**src/rtl/sgi_route_pkg.sv**
```systemverilog
package sgi_route_pkg;
   typedef enum logic [1:0] {
      SEL_LIST   = 2'd0,
      SEL_OTHERS = 2'd1,
      SEL_SELF   = 2'd2,
      SEL_RSVD   = 2'd3
   } sel_e;
endpackage

```
**src/rtl/sgi_route_decode.sv**
```systemverilog
module sgi_route_decode
   import sgi_route_pkg::*;
#(
   parameter int MAX_CORES = 8,
   parameter int NUM_CORES = 4,
   parameter int CORE_W    = 3,
   parameter int ID_W      = 4
) (
   input  logic [31:0]          wr_data,
   input  logic [CORE_W-1:0]    wr_core,
   output logic [MAX_CORES-1:0] mask_o,
   output logic [ID_W-1:0]      id_o,
   output logic                 ok_o
);
   localparam logic [MAX_CORES-1:0] IMPL = MAX_CORES'((64'd1 << NUM_CORES) - 64'd1);

   sel_e                 sel;
   logic [MAX_CORES-1:0] self_bit;

   assign sel      = sel_e'(wr_data[25:24]);
   assign self_bit = MAX_CORES'(1) << wr_core;
   assign id_o     = wr_data[ID_W-1:0];

   always_comb begin
      unique case (sel)
         SEL_LIST:   mask_o = wr_data[16 +: MAX_CORES] & IMPL;
         SEL_OTHERS: mask_o = IMPL & ~self_bit;
         SEL_SELF:   mask_o = self_bit & IMPL;
         default:    mask_o = '0;
      endcase
   end

   assign ok_o = (sel != SEL_RSVD) && (mask_o != '0);
endmodule

```
**src/rtl/sgi_route_out.sv**
```systemverilog
module sgi_route_out #(
   parameter int MAX_CORES = 8,
   parameter int NUM_CORES = 4,
   parameter int ID_W      = 4
) (
   input  logic                 clk,
   input  logic                 rst_n,
   input  logic                 load,
   input  logic [MAX_CORES-1:0] mask_i,
   input  logic [ID_W-1:0]      id_i,
   output logic                 valid_q,
   output logic [MAX_CORES-1:0] mask_q,
   output logic [ID_W-1:0]      id_q
);
   always_ff @(posedge clk) begin
      if (!rst_n) begin
         valid_q <= 1'b0;
         mask_q  <= '0;
         id_q    <= '0;
      end else begin
         valid_q <= load;
         if (load) begin
            mask_q <= mask_i;
            id_q   <= id_i;
         end
      end
   end

   assert_valid_nonempty_R8: assert property (@(posedge clk) disable iff (!rst_n)
      valid_q |-> (mask_q != '0));
   assert_pulse_from_load_R7: assert property (@(posedge clk) disable iff (!rst_n)
      load |=> valid_q);
   assert_hold_when_idle_R5: assert property (@(posedge clk) disable iff (!rst_n)
      !load |=> $stable(mask_q) && $stable(id_q));
   if (NUM_CORES < MAX_CORES) begin : g_hi_chk
      assert_no_unimpl_R8: assert property (@(posedge clk) disable iff (!rst_n)
         mask_q[MAX_CORES-1:NUM_CORES] == '0);
   end
endmodule

```
**src/rtl/sgi_route_top.sv**
```systemverilog
module sgi_route_top #(
   parameter int MAX_CORES = 8,
   parameter int NUM_CORES = 4,
   parameter int ID_W      = 4,
   parameter int CORE_W    = (MAX_CORES > 1) ? $clog2(MAX_CORES) : 1
) (
   input  logic                 clk,
   input  logic                 rst_n,
   input  logic                 wr_en,
   input  logic [31:0]          wr_data,
   input  logic [CORE_W-1:0]    wr_core,
   output logic                 tgt_valid,
   output logic [MAX_CORES-1:0] tgt_mask,
   output logic [ID_W-1:0]      tgt_id
);
   initial begin
      assert (MAX_CORES >= 1 && MAX_CORES <= 8) else $error("MAX_CORES out of range");
      assert (NUM_CORES >= 1 && NUM_CORES <= MAX_CORES) else $error("NUM_CORES out of range");
      assert (ID_W >= 1 && ID_W <= 16) else $error("ID_W out of range");
   end

   logic [MAX_CORES-1:0] dec_mask;
   logic [ID_W-1:0]      dec_id;
   logic                 dec_ok;

   sgi_route_decode #(.MAX_CORES(MAX_CORES), .NUM_CORES(NUM_CORES),
                      .CORE_W(CORE_W), .ID_W(ID_W)) u_dec (
      .wr_data(wr_data), .wr_core(wr_core),
      .mask_o(dec_mask), .id_o(dec_id), .ok_o(dec_ok));

   sgi_route_out #(.MAX_CORES(MAX_CORES), .NUM_CORES(NUM_CORES), .ID_W(ID_W)) u_out (
      .clk(clk), .rst_n(rst_n), .load(wr_en && dec_ok),
      .mask_i(dec_mask), .id_i(dec_id),
      .valid_q(tgt_valid), .mask_q(tgt_mask), .id_q(tgt_id));

   assert_rsvd_silent_R5: assert property (@(posedge clk) disable iff (!rst_n)
      (wr_en && wr_data[25:24] == 2'd3) |=> !tgt_valid);
   assert_self_only_R4: assert property (@(posedge clk) disable iff (!rst_n)
      (wr_en && wr_data[25:24] == 2'd2 && 32'(wr_core) < NUM_CORES) |=> tgt_valid && $onehot0(tgt_mask));
   assert_no_write_no_pulse_R7: assert property (@(posedge clk) disable iff (!rst_n)
      !wr_en |=> !tgt_valid);
endmodule

```
**config.mk**
```make
export PLATFORM = sky130hd
export DESIGN_NAME = sgi_route_top
export DESIGN_NICKNAME = d
export VERILOG_FILES = /design/src/rtl/sgi_route_pkg.sv /design/src/rtl/sgi_route_decode.sv /design/src/rtl/sgi_route_out.sv /design/src/rtl/sgi_route_top.sv
export SDC_FILE = /design/constraint.sdc
export NUM_CORES = 1
export LEC_CHECK = 0
export BUFFER_PORTS_ARGS = -buffer_cell sky130_fd_sc_hd__buf_2
export CORE_UTILIZATION = 42
export DETAILED_ROUTE_END_ITERATION = 8
export PLACE_DENSITY = 0.9
export SYNTH_ARGS = -nofsm -noshare
export SYNTH_HDL_FRONTEND = slang
export SYNTH_HIERARCHICAL = 1
export SYNTH_SLANG_ARGS = --single-unit
```
**constraint.sdc**
```tcl
create_clock -name clk -period 3.2 [get_ports clk]
set_input_delay 0.64 -clock clk [delete_from_list [all_inputs] [get_ports clk]]
set_output_delay 0.64 -clock clk [all_outputs]
set_load 0.02 [all_outputs]
```
==> results.toml <==
[outcome]
status = "finished, final reports clean"

[job]
cap_violations = 0

[cts]
clk_pin_slew_ns = 0.07
clkLatencyLatePin_ns = 0.26
hold_buffers = 0
postCtsSetupRepairBufs = 0
cts_buffers = 3
cts_resized = 0
clock_path_buffers = 2
htree_num_levels = 1
cts_root_buffer = "clkbuf_4"
cts_sinks = 13
cts_tree = "done"

[synth]
synthDistinctLibCells = 16
synth.avg_cell_area_sq_um = 10.4
syn_inst = 68
synth_seq_cells = 13
yosysWarningCount = 6
netlist_area_sq_um = 708
yosysSeqAreaShare_pct = 36.7

[setup_path]
r2r-end = "u_out/mask_q[7]"
critPathMostFrequentCell = "mux2i_1"
r2r_cells = 2
cp.arrival_ns = 2.28
cp_max_fo = 13
cp_slowest_cell = "or4_1"
r2r_setup_slack_ns = 2.59
critPathKind = "input port to register"
startpoint = "wr_core[0]"
end_kind = "register"
start_kind = "input port"
rr_startpoint = "u_out/mask_q[7]"
cp_cell_sequence = "buf_2 > nor3b_2 > mux2i_1 > or4_1 > and2_1 > mux2i_1 > nor2b_1"
crit_family = "simple AND/OR/NAND/NOR gates"
worst_ep_required_time_ns = 3.35
cpPeakStageDelay_ns = 0.51
worst-path-buf-inv = 1

[floorplan]
num_rows = 14
core-area_sq_um = 1540
io_pins = 51
die_x_microns = 43.1
start_util_pct = 45.9
die-area_sq_um = 1850
die_h_microns = 43.1

[grt]
grt_pass1_wl_mm = 1.80
grt_pass1_vias = 466
grtUsageTotal_pct = 12.8
antenna_found_initial = 0
grt_max_degree = 14
grt_overflow_total = 0

[worst_hold_path]
hold_path_depth = 2
min_path_type = "register to register"
min_from = "u_out/mask_q[0]"
holdPathEnd = "u_out/mask_q[0]"

[pwr]
p_per_area_nw_per_um2 = 432
p_leak_nw = 0.397
vdd_drop_max_mv = 0.275

[placement]
post-dp-hpwl_microns = 868
place_congestion = 0.716
placed_cells = 104
port_buffers = 28

[final_layout]
area_growth_syn_to_layout_pct = 14.5
num_antenna_cells = 0
final_cells = 108
fin_nets = 131
drive_gt1_share_pct = 35.9

[routing]
drt_iter0_drc = 6
drc_errors = 0
vias = 509
vias_per_cell = 4.71
wl_per_cell_microns = 10.4
wirelength_mm = 1.13
drtPass1Iterations = 2
final_antenna_net_count = 0

[timing]
finalCritPeriodShare_pct = 66.4
finalHoldViolCount = 0
period_minus_slack_ns = 2.12
worstMarginPinSlew_ns = 0.692
setup_viol = 0
slew_headroom_pct = 53.9
setup_tns_ns = 0
slew_viol_final = 0
max_freq_mhz = 471
grt_setup_unrepaired = "no"
finalClockSkew_ns = 0
==> cell usage after synthesis <==
cell type | instances | area share, %
mux2i_1 | 16 | 23
dfxtp_1 | 13 | 37
nor2b_1 | 12 | 11
buf_4 | 8 | 8.5
o21bai_1 | 8 | 8.5
and2_1 | 1 | 0.88
and2_2 | 1 | 1.1
buf_12 | 1 | 2.8
buf_6 | 1 | 1.6
clkbuf_1 | 1 | 0.53
conb_1 | 1 | 0.53
nand3b_1 | 1 | 1.1
nor3_1 | 1 | 0.71
nor3b_1 | 1 | 1.1
nor3b_2 | 1 | 1.8
or4_1 | 1 | 1.1
==> report_power, final <==
| group | internal, W | switching [W] |
|---|---|---|
| registers | 0.000173 | 0.00000518 |
| logic | 0.0000365 | 0.0000421 |
| clock network | 0.0000481 | 0.0000456 |
==> tightest hold or removal path, cell delays in order, from the launching register on <==
cell and delay, ns:
dfxtp_1 0.33, mux2i_1 0.06, nor2b_1 0.09
==> per-stage QoR <==
step           hold slack (ns)  util (%)  instance area (sq um)  worst slack [ns]  total power, W
2_1_floorplan            0.589         -                    719              1.09        0.000246
3_3_place_gp             0.491      50.9                    785             0.811        0.000259
3_5_place_dp             0.505      50.9                    785             0.781        0.000261
4_1_cts                  0.528      52.6                    811              1.07        0.000355
5_1_grt                  0.546      52.6                    811             0.839        0.000370
6_report                 0.521      52.6                    811              1.08        0.000350
==> metal layers <==
metal | GRT usage, % | share of wire (%) | vias to the layer above
li1 | - | - | 267
met1 | 13.8 | 47 | 219
met2 | 23.6 | 46 | 21
met3 | 2.98 | 6.4 | 2
met4 | 5.45 | 0.53 | 0
met5 | 0 | 0 | -
==> kinds of logic (layout without fill, tap and decap cells) <==
family / after synthesis / count (layout) / synth area share (%)
simple gates: 19 / 19 / 18.2
compound gates: 8 / 8 / 8.48
buf+inv: 11 / 32 / 13.4
mux: 16 / 16 / 22.6
flops: 13 / 13 / 36.7
other cells: 1 / 4 / 0.530
==> area by class of cell <==
| class | instances | area, sq um |
|---|---|---|
| clock buffer | 4 | 26.3 |
| fill | 160 | 731 |
| multi-input combinational | 47 | 364 |
| sequential | 13 | 260 |
| tap | 16 | 20.0 |
| timing repair buffer | 28 | 140 |
==> cells in the final DEF, fill, tap and decap left out <==
cell type	count
nor3b_2	1
clkbuf_1	1
nand3b_1	1
o21bai_1	8
conb_1	4
clkbuf_4	3
dfxtp_1	13
mux2i_1	16
buf_2	28
and2_1	1
and2_2	1
nor3b_1	1
nor2b_1	12
or4_1	1
nor3_1	1
==> registers in the layout (all words and copies together) (netlist names) <==
signal and count:
u_out/valid_q 1, u_out/id_q 4, u_out/mask_q 8
==> worst max path at each step <==
stage / slack [ns] / end / depth (start not counted)
floorplan: 1.09 / u_out/mask_q[0] / 8
global placement: 0.81 / u_out/mask_q[3] / 7
detailed placement: 0.78 / u_out/mask_q[1] / 7
global route: 0.84 / u_out/id_q[3] / 7
CTS: 1.07 / u_out/mask_q[1] / 7
finish: 1.08 / u_out/mask_q[1] / 7
Note: power is estimated with default switching activity, not from simulation.
